### config.mk
export PLATFORM = sky130hd
export DESIGN_NAME = bt_shift_mul
export DESIGN_NICKNAME = d
export VERILOG_FILES = /design/src/rtl/bt_pkg.sv /design/src/rtl/bt_trit_fa.sv /design/src/rtl/bt_ripple_add.sv /design/src/rtl/bt_pp_select.sv /design/src/rtl/bt_mul_ctrl.sv /design/src/rtl/bt_shift_mul.sv
export SDC_FILE = /design/constraint.sdc
export NUM_CORES = 1
export LEC_CHECK = 0
export ABC_AREA = 1
export BUFFER_PORTS_ARGS = -buffer_cell sky130_fd_sc_hd__buf_4
export CAP_MARGIN = 5
export CORE_UTILIZATION = 49
export CTS_CLUSTER_SIZE = 24
export DETAILED_ROUTE_END_ITERATION = 6
export MAX_ROUTING_LAYER = met4
export PLACE_DENSITY = 0.7
export SETUP_SLACK_MARGIN = 0.1
export SLEW_MARGIN = 20
export SYNTH_ARGS = -nofsm -noshare
export SYNTH_HDL_FRONTEND = slang
export SYNTH_SLANG_ARGS = --single-unit
### constraint.sdc
create_clock -name clk -period 36.9 [get_ports clk]
set_input_delay 1.845 -clock clk [delete_from_list [all_inputs] [get_ports clk]]
set_output_delay 1.845 -clock clk [all_outputs]
set_load 0.05 [all_outputs]
### src/rtl/bt_pkg.sv
package bt_pkg;
   typedef logic [1:0] trit_t;

   localparam trit_t TRIT_Z = 2'b00;
   localparam trit_t TRIT_P = 2'b01;
   localparam trit_t TRIT_N = 2'b10;

   // swap of the two code bits turns +1 into -1 and back, 0 stays 0
   function automatic trit_t trit_flip(trit_t t);
      return {t[0], t[1]};
   endfunction

   function automatic int trit_to_int(trit_t t);
      if (t == TRIT_P) return 1;
      if (t == TRIT_N) return -1;
      return 0;
   endfunction

   function automatic trit_t int_to_trit(int v);
      if (v > 0) return TRIT_P;
      if (v < 0) return TRIT_N;
      return TRIT_Z;
   endfunction
endpackage

### src/rtl/bt_trit_fa.sv
module bt_trit_fa
   import bt_pkg::*;
(
   input  trit_t x,
   input  trit_t y,
   input  trit_t cin,
   output trit_t s,
   output trit_t cout
);
   int total;

   always_comb begin
      total = trit_to_int(x) + trit_to_int(y) + trit_to_int(cin);
      if (total > 1) begin
         cout = TRIT_P;
         s    = int_to_trit(total - 3);
      end else if (total < -1) begin
         cout = TRIT_N;
         s    = int_to_trit(total + 3);
      end else begin
         cout = TRIT_Z;
         s    = int_to_trit(total);
      end
   end
endmodule

### src/rtl/bt_ripple_add.sv
module bt_ripple_add
   import bt_pkg::*;
#(
   parameter int WIDTH = 16
)(
   input  logic [2*WIDTH-1:0] x,
   input  logic [2*WIDTH-1:0] y,
   output logic [2*WIDTH-1:0] sum,
   output trit_t              cout
);
   localparam int CBITS = 2*WIDTH + 2;

   logic [CBITS-1:0] carry;

   assign carry[1:0] = TRIT_Z;

   for (genvar i = 0; i < WIDTH; i++) begin : g_cell
      bt_trit_fa u_fa (
         .x   (x[2*i +: 2]),
         .y   (y[2*i +: 2]),
         .cin (carry[2*i +: 2]),
         .s   (sum[2*i +: 2]),
         .cout(carry[2*i+2 +: 2])
      );
   end

   assign cout = carry[CBITS-1 -: 2];
endmodule

### src/rtl/bt_pp_select.sv
module bt_pp_select
   import bt_pkg::*;
#(
   parameter int WIDTH = 16
)(
   input  logic [2*WIDTH-1:0] mcand,
   input  trit_t              sel,
   output logic [2*WIDTH-1:0] addend
);
   for (genvar i = 0; i < WIDTH; i++) begin : g_trit
      always_comb begin
         unique case (sel)
            TRIT_P:  addend[2*i +: 2] = mcand[2*i +: 2];
            TRIT_N:  addend[2*i +: 2] = trit_flip(mcand[2*i +: 2]);
            default: addend[2*i +: 2] = TRIT_Z;
         endcase
      end
   end
endmodule

### src/rtl/bt_mul_ctrl.sv
module bt_mul_ctrl #(
   parameter int STEPS = 8
)(
   input  logic clk,
   input  logic rst_n,
   input  logic start,
   output logic accept,
   output logic busy,
   output logic done
);
   localparam int CW = (STEPS > 1) ? $clog2(STEPS) : 1;
   localparam logic [CW-1:0] LAST = CW'(STEPS - 1);

   logic [CW-1:0] cnt_q;
   logic          last;

   assign accept = start && !busy;
   assign last   = busy && (cnt_q == LAST);

   always_ff @(posedge clk or negedge rst_n) begin
      if (!rst_n) begin
         busy  <= 1'b0;
         done  <= 1'b0;
         cnt_q <= '0;
      end else begin
         done <= last;
         if (accept) begin
            busy  <= 1'b1;
            cnt_q <= '0;
         end else if (last) begin
            busy  <= 1'b0;
         end else if (busy) begin
            cnt_q <= cnt_q + 1'b1;
         end
      end
   end
endmodule

### src/rtl/bt_shift_mul.sv
module bt_shift_mul
   import bt_pkg::*;
#(
   parameter int TRITS = 8
)(
   input  logic               clk,
   input  logic               rst_n,
   input  logic               start,
   input  logic [2*TRITS-1:0] a_in,
   input  logic [2*TRITS-1:0] b_in,
   output logic               busy,
   output logic               done,
   output logic [4*TRITS-1:0] product
);
   localparam int OP_BITS   = 2*TRITS;
   localparam int PROD_TRIT = 2*TRITS;
   localparam int PROD_BITS = 2*PROD_TRIT;

   if (TRITS < 2) begin : g_bad_trits
      $error("bt_shift_mul: TRITS must be at least 2");
   end

   logic                 accept;
   logic [PROD_BITS-1:0] mcand_q;
   logic [OP_BITS-1:0]   mplier_q;
   logic [PROD_BITS-1:0] acc_q;
   logic [PROD_BITS-1:0] addend;
   logic [PROD_BITS-1:0] acc_next;
   trit_t                add_cout;
   trit_t                cur;

   assign cur = mplier_q[1:0];

   bt_mul_ctrl #(.STEPS(TRITS)) u_ctrl (
      .clk   (clk),
      .rst_n (rst_n),
      .start (start),
      .accept(accept),
      .busy  (busy),
      .done  (done)
   );

   bt_pp_select #(.WIDTH(PROD_TRIT)) u_pp (
      .mcand (mcand_q),
      .sel   (cur),
      .addend(addend)
   );

   bt_ripple_add #(.WIDTH(PROD_TRIT)) u_add (
      .x   (acc_q),
      .y   (addend),
      .sum (acc_next),
      .cout(add_cout)
   );

   always_ff @(posedge clk or negedge rst_n) begin
      if (!rst_n) begin
         mcand_q  <= '0;
         mplier_q <= '0;
         acc_q    <= '0;
      end else if (accept) begin
         mcand_q  <= {{(PROD_BITS-OP_BITS){1'b0}}, a_in};
         mplier_q <= b_in;
         acc_q    <= '0;
      end else if (busy) begin
         mcand_q  <= {mcand_q[PROD_BITS-3:0], TRIT_Z};
         mplier_q <= {TRIT_Z, mplier_q[OP_BITS-1:2]};
         if (cur == TRIT_P || cur == TRIT_N) begin
            acc_q <= acc_next;
         end
      end
   end

   assign product = acc_q;
endmodule

## Word level (Yosys, flattened, before mapping)

Cells that the tools add are included.

| operators by class | value |
|---|---|
| $add $sub $neg | 64 |
| order comparisons | 128 |
| equal/unequal tests | 98 |
| mux-type cells | 915 |
| reductions and logical operators | 9 |

Operators by type and width:

| cell | number |
|---|---|
| $mux W32 | 146 |
| $lt A32 B1 Y1 const B | 64 |
| $gt A32 B1 Y1 const B | 48 |
| $add A32 B32 Y32 | 31 |
| $add A32 B3 Y32 const B | 16 |
| $gt A32 B2 Y1 const B | 16 |
| $sub A32 B3 Y32 const B | 16 |
| $mux W2 | 254 |
| $mux W1 | 494 |
| $eq A2 B1 Y1 const B | 48 |
| $eq A2 B2 Y1 const B | 48 |
| $pmux W2 S2 | 16 |
| $mux W16 | 2 |
| $mux W3 | 3 |
| $reduce_bool A2 Y1 | 3 |
| $reduce_and A2 Y1 | 2 |
| $add A3 B1 Y3 const B | 1 |
| $eq A3 B3 Y1 const B | 1 |
| $logic_and A1 B1 Y1 | 2 |
| $ne A2 B2 Y1 const B | 1 |
| $logic_not A1 Y1 | 1 |
| $logic_or A1 B1 Y1 | 1 |

| word-level totals | value |
|---|---|
| register bits | 85 |
| input port bits | 35 |
| output and inout bits | 34 |
| logic and storage cells | 1220 |

## Longest topological paths before layout

Gate-level depths: netlist of the first run.

| depth | value |
|---|---|
| depth after elaboration | 158 |
| mapped depth | 189 |
| mapped depth without buffers | 187 |

## By module

Synthesis of the first run repeated with hierarchy kept, for this count alone.

| unflattened totals | value |
|---|---|
| cells, all modules | 1534 |
| area total of the unflattened synthesis | 10871.7 um^2 |

Modules (own cells, without submodules):

| module | instances | cells each | area each (um^2) | sequential area each (um^2) |
|---|---|---|---|---|
| bt_trit_fa at u_add.g_cell[0].u_fa ... | 12 | 60 | 405.4 | 0.0 |
| bt_shift_mul | 1 | 431 | 3549.7 | 2001.9 |
| bt_pp_select | 1 | 109 | 608.1 | 0.0 |
| bt_trit_fa at u_add.g_cell[8].u_fa | 1 | 67 | 415.4 | 0.0 |
| bt_trit_fa at u_add.g_cell[9].u_fa | 1 | 62 | 409.1 | 0.0 |
| bt_trit_fa at u_add.g_cell[7].u_fa | 1 | 60 | 399.1 | 0.0 |
| bt_trit_fa at u_add.g_cell[5].u_fa | 1 | 57 | 377.9 | 0.0 |
| bt_mul_ctrl | 1 | 27 | 244.0 | 125.1 |
| bt_ripple_add | 1 | 1 | 3.8 | 0.0 |

## Least setup slack after synthesis of the first run

OpenSTA, ideal clock, no wires.

| timing path | value |
|---|---|
| kind | register to register |
| start | reg mplier_q[0] |
| end | reg acc_q[30] (netlist: product[30]) |
| library setup time | 0.118 ns |
| arrival time | 39.190 ns |
| data required time | 36.782 ns |
| slack | -2.408 ns |
| stages on the path, launching flop included | 178 |
| path buffers | 2 |
| period minus slack after synthesis | 39.308 ns |
| path through | dfrtp_1 > inv_1 > ha_1 > buf_2 > inv_1 > buf_2 > o22ai_1 > nand2_1 > ha_1 > inv_1 > ha_1 > fa_1 > inv_1 > fa_1 > fa_1 > fa_1 > nand2_2 > nor2_4 > [... 142 more ...] > nor2_1 > ha_1 > nand2_1 > fa_1 > inv_1 > ha_1 > inv_1 > fa_1 > fa_1 > fa_1 > fa_1 > nand2_1 > nor3_1 > nand4_1 > nand3_1 > nand2_1 > nand3_1 > nand2_1 |

| between the ends | value |
|---|---|
| word-level cells in the longest chain between the ends | 156 |
| elaborated cells between the ends (all ways) | 434 |
| those cells by class | add/sub: 33; order compare: 38; eq/ne: 64; mux: 296; reduce/logical: 3 |

RTL lines:

| item | line | text |
|---|---|---|
| from (decl) | bt_shift_mul.sv:25 | `logic [OP_BITS-1:0] mplier_q;` |
| from (signal assigned) | bt_shift_mul.sv:63 | `mplier_q <= b_in;` |
| from (signal assigned) | bt_shift_mul.sv:67 | `mplier_q <= {TRIT_Z, mplier_q[OP_BITS-1:2]};` |
| $eq A2 B2 Y1 or $eq A2 B1 Y1 (tied branches) | bt_pp_select.sv:12, bt_shift_mul.sv:68 |  |
| $pmux W2 S2 | bt_pp_select.sv:12 | `unique case (sel)` |
| $eq A2 B1 Y1 or $eq A2 B2 Y1 (tied branches) | bt_pkg.sv:14, bt_pkg.sv:15 |  |
| $mux W1 (on tied branches) | bt_pkg.sv:14, bt_pkg.sv:15 |  |
| $mux W32 or $mux W1 (tied branches) | bt_pkg.sv:15 | `if (t == TRIT_N) return -1;` |
| $mux W32 | bt_pkg.sv:16 | `return 0;` |
| $mux W32 | bt_pkg.sv:15 |  |
| $add A32 B32 Y32 | bt_trit_fa.sv:13 | `total = trit_to_int(x) + trit_to_int(y) + trit_to_int(cin);` |
| [... 140 more ...] | n/a |  |
| $mux W1 | bt_trit_fa.sv:14 | `if (total > 1) begin` |
| $mux W2 | bt_pkg.sv:22 | `return TRIT_Z;` |
| $mux W2 | bt_pkg.sv:21 | `if (v < 0) return TRIT_N;` |
| $mux W2 | bt_trit_fa.sv:17 | `end else if (total < -1) begin` |
| $mux W2 | bt_trit_fa.sv:14 |  |
| $mux W32 | bt_shift_mul.sv:68 | `if (cur == TRIT_P \|\| cur == TRIT_N) begin` |
| $mux W32 | bt_shift_mul.sv:65 | `end else if (busy) begin` |
| $mux W32 | bt_shift_mul.sv:61 | `end else if (accept) begin` |
| to (signal assigned) | bt_shift_mul.sv:69 | `acc_q <= acc_next;` |
| to (decl) | bt_shift_mul.sv:26 | `logic [PROD_BITS-1:0] acc_q;` |

Parallel ways exist; a longest one is shown, timed or not. The select of a mux whose other input is x is not followed.
A chain may end at the register's enable or synchronous reset.

## Final worst setup path of the first run

Same ends and word-level chain as after synthesis.

==> results of run 1 <==
per-stage QoR:
step                      utilization  cell area (sq um)  cells  TNS (ns)  hold slack [ns]
final                           0.603              11400   1642         0            0.490
after global routing            0.603              11400   1642     -1.17            0.505
after CTS                       0.583              11100   1617         0            0.495
after detailed placement        0.560              10600   1592     -1.28            0.483
after global placement          0.560              10600   1592         0            0.469
after floorplan                     -               9680   1257         0            0.450
metal layers:
layer | track usage | up-vias | share of wire
li1 | - | 4218 | -
met1 | 0.331 | 3990 | 0.47
met2 | 0.380 | 204 | 0.47
met3 | 0.0370 | 27 | 0.051
met4 | 0.0628 | 0 | 0.014
met5 | - | - | 0
final cells by class:
| class | count | share of cell area |
|---|---|---|
| inverter | 286 | 0.0949 |
| clock buffer | 9 | 0.0197 |
| clock inverter | 7 | 0.00854 |
| tap | 260 | 0.0285 |
| multi-input combinational | 860 | 0.573 |
| sequential | 85 | 0.186 |
| timing repair buffer | 135 | 0.0887 |
sequential cells by signal, summed over array words and instances (netlist names):
| signal | count |
|---|---|
| u_ctrl.cnt_q | 3 |
| mplier_q | 16 |
| product | 32 |
| u_ctrl.done | 1 |
| mcand_q | 32 |
| u_ctrl.busy | 1 |
logic make-up (layout without fill, tap and decap cells):
| logic type | Yosys count | in the layout | synth area share |
|---|---|---|---|
| adder cells (fa/ha/maj) | 174 | 174 | 0.307 |
| AND/OR/NAND/NOR | 493 | 493 | 0.222 |
| buffers and inverters | 312 | 437 | 0.127 |
| AO/OA/AOI/OAI | 193 | 193 | 0.123 |
| flip-flops | 85 | 85 | 0.221 |
layout by cell type, fill, tap and decap left out, drive strengths merged, types with 4 or more instances in the layout:
master   instances
o22ai           35
a21oi           40
o21ai           66
ha              71
nand2          290
nand4           18
fa             103
nand3           57
clkbuf           9
o211ai          19
dfrtp           85
nand3b           4
nor3            23
nor2            85
buf            135
o2111ai          4
inv            287
o221ai          15
a22o             7
nor4             8
final timing paths:
kind                                    to  slack [ns]  depth (start not counted)
setup / recovery               product[30]        1.05                        180
max in group asynchronous     mplier_q[10]       34.35                          2
min in group asynchronous  u_ctrl.cnt_q[1]        1.45                          1
hold reg to reg            u_ctrl.cnt_q[0]        0.49                          1
setup reg to reg               product[30]        1.05                        180
hold / removal             u_ctrl.cnt_q[0]        0.49                          1
repair_timing:
item | in CTS | in global routing
buffers inserted | 9 | 25
gates resized for setup | 9 | 61
setup endpoints to repair | 2 | 2
gates cloned | 0 | 0
pin swaps | 5 | 33
hold endpoints to repair | 0 | 0
==> impl_metrics.yaml, run 1 <==
status:
  status: "finished clean"
clock_network:
  clk_pin_slew_ns: 0.07
  cts_tree: "done"
  cts_buffers: 9
  clock-root-buffer: "clkbuf_16"
  cts_sinks: 85
  insertion_delay_ns: 0.36
  clock_path_buffers: 2
  h-tree-depth: 3
  cts_hold_buf: 0
synthesis:
  synth-edff-count: 0
  ys_async_sr_fraction: 1.00
  avgSynthCellArea_sq_um: 7.64
  yosysMostFrequentCell: "nand2_1"
  syn_area_sq_mm: 0.00961
  synth_cells: 1257
  synth-seq-cells: 85
  yosys.area.top_type: "dfrtp_1"
  synthTopCellsByArea: "dfrtp_1 22%, fa_1 21%, nand2_1 11%, inv_1 11%, ha_1 9.2%"
  yosysUniqueCellTypes: 38
  yosysSeqAreaShare: 0.221
  synth_warnings: 0
  synthFlopType: "dfrtp_1"
  synth_top_cells_by_count: "283 x nand2_1, 275 x inv_1, 103 x fa_1, 85 x dfrtp_1, 77 x nor2_1"
  syn_nets: 1466
  synth_top_area_share: 0.221
setup_path:
  critPathLaunchType: "flip-flop"
  crit_family: "adder cells"
  critPathBufInv: 46
  critical_path_peak_fanout: 7
  slowest_delay_ns: 0.58
  required_ns: 37.19
  crit_top_cell: "fa_2"
  critical_path.startpoint: "mplier_q[0]"
  crit_slowest_cell: "fa_2"
  crit_path_end_kind: "flip-flop"
  setup.worst_path.class: "reg2reg"
  critPathArrivalTime_ns: 36.14
  timing.rr.start: "mplier_q[0]"
grt:
  antenna_found_initial: 0
  overflow: 0
  grt_pass1_wl_mm: 38.2
  grt_max_degree: 54
  grt_util_all_layers: 0.243
  grt_pass1_vias: 8169
sta:
  worst_pin_slew_ns: 0.806
  fin_ws_ns: 1.05
  slew_headroom: 0.461
  report.final.setup_viol: 0
  drv_slew: 0
  final.setup_skew_ns: 0.0102
  rsz0062_at_grt: "yes"
  fin_crit_ns: 35.85
  hold_violations: 0
  timing.final.crit_share: 0.972
  max_freq_mhz: 27.9
route:
  viasPerCell: 5.14
  wl_mm: 22.7
  ant_nets: 0
  dr.first_iter.drc_count: 494
  drt-pass1-iter-count: 5
  vias: 8439
  wl_per_cell_microns: 13.8
  drc: 0
cells_and_area:
  drive_above_1_share: 0.212
  nNetsFinal: 1586
  n_fill_cell: 1683
  syn_to_final_growth_pct: 18.9
  antennaDiodeCount: 0
  multiInputGateArea_sq_mm: 0.00655
  regArea_sq_mm: 0.00213
floorplan:
  die_y_microns: 142
  rows: 50
  fp.dieW_microns: 142
  core-area_sq_mm: 0.0190
  die-area_sq_mm: 0.0202
  ios: 69
  start_util: 0.507
min_path:
  holdCritStartpoint: "u_ctrl.cnt_q[0]"
  hold_path_class: "reg2reg"
place:
  io_buffers: 68
  pre_cts_ws_ns: -0.667
  gp_congestion: 0.906
  post-dp-hpwl_mm: 16.9
run:
  max-cap-violations: 0
Power of run 1 is not shown: default switching activity piles up to over one toggle a cycle in this logic, so the estimate is an artifact.
==> run 2, diff against run 1 <==
--- a/config.mk
+++ b/config.mk
@@ -12,7 +12,7 @@
 export CTS_CLUSTER_SIZE = 24
 export DETAILED_ROUTE_END_ITERATION = 6
 export MAX_ROUTING_LAYER = met4
-export PLACE_DENSITY = 0.7
+export PLACE_DENSITY = 0.67
 export SETUP_SLACK_MARGIN = 0.1
 export SLEW_MARGIN = 20
 export SYNTH_ARGS = -nofsm -noshare
==> constraint.sdc (replaced) <==
create_clock -name clk -period 44.1 [get_ports clk]
set_input_delay 2.205 -clock clk [delete_from_list [all_inputs] [get_ports clk]]
set_output_delay 2.205 -clock clk [all_outputs]
set_load 0.05 [all_outputs]
==> run 2 against run 1 <==
Wire length decreased by 3.0%. Maximum frequency shrank 13%. Setup slack improved by 1.9 ns. Final cell count is 3.4% lower. Flip-flop and latch count is the same. Highest routed layer unchanged. Clock skew grew 0.00097 ns. Via count down 3.7%. Register-to-register slack better by 1.9 ns.
==> impl_metrics.yaml, run 2 (synthesis results as in run 1) <==
sta:
  hold_violations: 0
  fin_crit_ns: 41.11
  rsz0062_at_grt: "no"
  final.setup_skew_ns: 0.0112
  timing.final.crit_share: 0.932
  max_freq_mhz: 24.3
  tns_ns: 0
  report.final.setup_viol: 0
  drv_slew: 0
  slew_headroom: 0.399
  hold_ws_ns: 0.484
  worst_pin_slew_ns: 0.902
cells_and_area:
  final_common_cell: "nand2_1"
  antennaDiodeCount: 0
  postLayoutCellArea_sq_mm: 0.0107
  syn_to_final_growth_pct: 11.5
  regArea_sq_mm: 0.00213
  nNetsFinal: 1530
  n_fill_cell: 1825
  final_cell_mix: "283 x nand2_1, 262 x inv_1, 102 x fa_1, 85 x dfrtp_1, 79 x buf_4"
  multiInputGateArea_sq_mm: 0.00628
  drive_above_1_share: 0.109
status:
  status: "finished clean"
place:
  io_buffers: 68
  post_dp_cell_area_sq_mm: 0.0103
  gp_congestion: 0.909
  post-dp-hpwl_mm: 16.4
setup_path:
  critPathBufInv: 47
  critPathLaunchType: "flip-flop"
  required_ns: 44.39
  critPathArrivalTime_ns: 41.40
  crit_family: "adder cells"
  setup.worst_path.class: "reg2reg"
  crit_path_end_kind: "flip-flop"
  rrSetupSlack_ns: 2.99
  rr_worst_depth: 181
  critical_path_peak_fanout: 18
  timing.rr.start: "mplier_q[0]"
  r2r_end: "product[30]"
  slowest_delay_ns: 0.61
  crit_top_cell: "fa_1"
  crit_slowest_cell: "fa_1"
route:
  drc: 0
  wl_mm: 22.0
  wl_per_cell_microns: 13.9
  drt-pass1-iter-count: 5
  dr.first_iter.drc_count: 457
  ant_nets: 0
  viasPerCell: 5.12
  vias: 8127
min_path:
  holdCritStartpoint: "u_ctrl.cnt_q[0]"
  hold_path_class: "reg2reg"
  whs_path_depth: 1
  holdPathEnd: "u_ctrl.cnt_q[0]"
clock_network:
  cts_sinks: 85
  h-tree-depth: 3
  clock_path_buffers: 2
  clock-root-buffer: "clkbuf_16"
  cts_buffers: 9
  cts_tree: "done"
  clk_pin_slew_ns: 0.07
  insertion_delay_ns: 0.35
run:
  max-cap-violations: 0
grt:
  grt_pass1_vias: 7971
  grt_util_all_layers: 0.235
  antenna_found_initial: 0
  overflow: 0
  grt_pass1_wl_mm: 36.8
  grt_max_degree: 68
floorplan:
  rows: 50
  ios: 69
  core-area_sq_mm: 0.0190
  fp.dieW_microns: 142
  die_y_microns: 142
  die-area_sq_mm: 0.0202
  start_util: 0.507
run 2: routing by layer:
layer	share of wire	GRT usage
met2	0.46	0.373
met3	0.033	0.0279
met5	0	-
met4	0.016	0.0645
met1	0.49	0.319
run 2: area by class of cell:
class,instances,area share
timing repair buffer,79,0.0553
clock buffer,10,0.0223
clock inverter,6,0.00630
inverter,286,0.101
multi-input combinational,860,0.586
sequential,85,0.198
tap,260,0.0304
run 2: worst max-delay path by stage:
| stage | from | endpoint | cells after the start |
|---|---|---|---|
| 2_1_floorplan | mplier_q[0] | product[30] | 177 |
| 3_3_place_gp | mplier_q[1] | product[30] | 179 |
| 3_5_place_dp | mplier_q[1] | product[30] | 176 |
| 4_1_cts | mplier_q[1] | product[30] | 176 |
| 5_1_grt | mplier_q[0] | product[30] | 183 |
| 6_report | mplier_q[0] | product[30] | 181 |
run 2: timing repair:
item                       4_1_cts  5_1_grt
setup buffers                    0        8
resized for setup                0       16
hold buffers                     0        0
setup endpoints to repair        0        2
run 2: stage by stage:
step                      instances   util  setup WS, ns
after global routing           1586  0.565        0.0557
after detailed placement       1562  0.545          1.46
after CTS                      1578  0.561          1.40
final                          1586  0.565          2.99
after global placement         1562  0.545          2.24
after floorplan                1257      -          4.79
Power of run 2 is left out for the same reason.
==> run 3, diff against run 2 <==
--- a/config.mk
+++ b/config.mk
@@ -6,13 +6,12 @@
 export NUM_CORES = 1
 export LEC_CHECK = 0
 export ABC_AREA = 1
-export BUFFER_PORTS_ARGS = -buffer_cell sky130_fd_sc_hd__buf_4
 export CAP_MARGIN = 5
 export CORE_UTILIZATION = 49
 export CTS_CLUSTER_SIZE = 24
 export DETAILED_ROUTE_END_ITERATION = 6
+export DONT_BUFFER_PORTS = 1
 export MAX_ROUTING_LAYER = met4
-export PLACE_DENSITY = 0.67
 export SETUP_SLACK_MARGIN = 0.1
 export SLEW_MARGIN = 20
 export SYNTH_ARGS = -nofsm -noshare
==> run 3 against run 2 <==
Flip-flop and latch count did not move. Clock skew hardly changed. Count of clock-buffer cells in the layout down 1. Maximum frequency hardly changed. Largest cell class unchanged. Global-route usage fell by 0.17 points. Non-clock buffer count is 66 lower. Utilization shrank 2.5 points.
==> impl_metrics.yaml, run 3 (synthesis results as in run 1) <==
floorplan:
  ios: 69
  die-area_sq_mm: 0.0202
  start_util: 0.507
  die_y_microns: 142
  fp.dieW_microns: 142
  rows: 50
  core-area_sq_mm: 0.0190
place:
  post-dp-hpwl_mm: 16.1
  io_buffers: 0
  dp_cells: 1494
  gp_congestion: 0.942
clock_network:
  cts_tree: "done"
  cts_hold_buf: 0
  cts_sinks: 85
  clock_path_buffers: 2
  clk_pin_slew_ns: 0.07
  insertion_delay_ns: 0.36
  cts_buffers: 9
  h-tree-depth: 3
  clock-root-buffer: "clkbuf_16"
grt:
  met2_usage: 0.360
  grt-busiest-layer: "met2"
  grt_util_all_layers: 0.234
  antenna_found_initial: 0
  grt_max_degree: 86
  overflow: 0
  grt_pass1_vias: 7603
  grt_pass1_wl_mm: 36.2
  met1_usage: 0.319
  use_met3: 0.0417
cells_and_area:
  final_common_cell: "nand2_1"
  syn_to_final_growth_pct: 6.67
  drive_above_1_share: 0.0603
  antennaDiodeCount: 0
  final_cell_mix: "283 x nand2_1, 263 x inv_1, 102 x fa_1, 85 x dfrtp_1, 77 x nor2_1"
  stdcell_count: 1520
  nNetsFinal: 1464
min_path:
  hold_path_class: "reg2reg"
sta:
  final.setup_skew_ns: 0.0115
  tns_ns: 0
  worst_pin_slew_ns: 1.02
  max_freq_mhz: 24.3
  fin_crit_ns: 41.08
  rsz0062_at_grt: "no"
  report.final.setup_viol: 0
  slew_headroom: 0.320
  hold_violations: 0
  drv_slew: 0
  timing.final.crit_share: 0.931
route:
  wl_mm: 21.7
  viasPerCell: 5.22
  vias: 7934
  dr.first_iter.drc_count: 475
  drc: 0
  drt-pass1-iter-count: 5
  ant_nets: 0
  wl_per_cell_microns: 14.3
setup_path:
  crit_path_end_kind: "flip-flop"
  critPathLaunchType: "flip-flop"
  slowest_delay_ns: 0.61
  critPathArrivalTime_ns: 41.36
  required_ns: 44.39
  crit_top_cell: "fa_1"
  setup.worst_path.class: "reg2reg"
  critical_path_peak_fanout: 18
  crit_slowest_cell: "fa_1"
status:
  status: "finished clean"
run:
  max-cap-violations: 0
[run 3: changes by cell type in the layout (fill, tap and decap cells not counted)]
cell	before	now
clkinvlp_4	5	3
inv_1	262	263
clkbuf_8	1	0
clkinv_4	0	1
buf_4	79	13
ha_1	70	71
ha_4	1	0
bufinv_16	1	3
inv_2	21	20
[run 3: per-stage QoR]
| step | utilization | hold slack (ns) | area (sq um) | setup WS, ns |
|---|---|---|---|---|
| after floorplan | - | 0.450 | 9610 | 4.79 |
| after global placement | 0.518 | 0.470 | 9810 | 2.45 |
| after detailed placement | 0.518 | 0.477 | 9810 | 1.99 |
| after CTS | 0.536 | 0.486 | 10200 | 1.92 |
| after global routing | 0.541 | 0.514 | 10200 | 0.164 |
| final | 0.541 | 0.479 | 10200 | 3.02 |
[run 3: timing repair]
| item | in CTS | in global routing |
|---|---|---|
| setup buffers | 0 | 10 |
| resized for setup | 0 | 13 |
| setup endpoints to repair | 0 | 2 |
[run 3: critical path: cells and delay by family, from the launching register on]
family	cells	cell delay, ns
AND/OR/NAND/NOR	52	4.34
buffers and inverters	47	5.49
AO/OA/AOI/OAI	1	0.19
flip-flops	1	0.38
adder cells (fa/ha/maj)	82	30.50
[run 3: worst paths after layout]
check                           slack, ns  depth (start not counted)               to            start
worst max-delay path                 3.02                        182      product[30]      mplier_q[0]
worst min-delay path                 0.48                          1  u_ctrl.cnt_q[0]  u_ctrl.cnt_q[0]
worst max register to register       3.02                        182      product[30]      mplier_q[0]
worst min register to register       0.48                          1  u_ctrl.cnt_q[0]  u_ctrl.cnt_q[0]
max in group asynchronous           42.42                          0       mcand_q[0]            rst_n
min in group asynchronous            1.54                          0      product[13]            rst_n
[run 3: layer usage]
layer	vias up	share of wire
met1	3752	0.48
met2	185	0.46
met5	-	0
met4	0	0.014
met3	26	0.048
li1	3971	-
[run 3: final cells by class]
class	count	area, sq um
Fill cell	1828	8710
Multi-Input combinational cell	860	6270
Sequential cell	85	2130
Inverter	286	1080
Tap cell	260	325
Clock buffer	9	225
Clock inverter	7	121
Timing Repair Buffer	13	97.6
Power of run 3 is left out for the same reason.
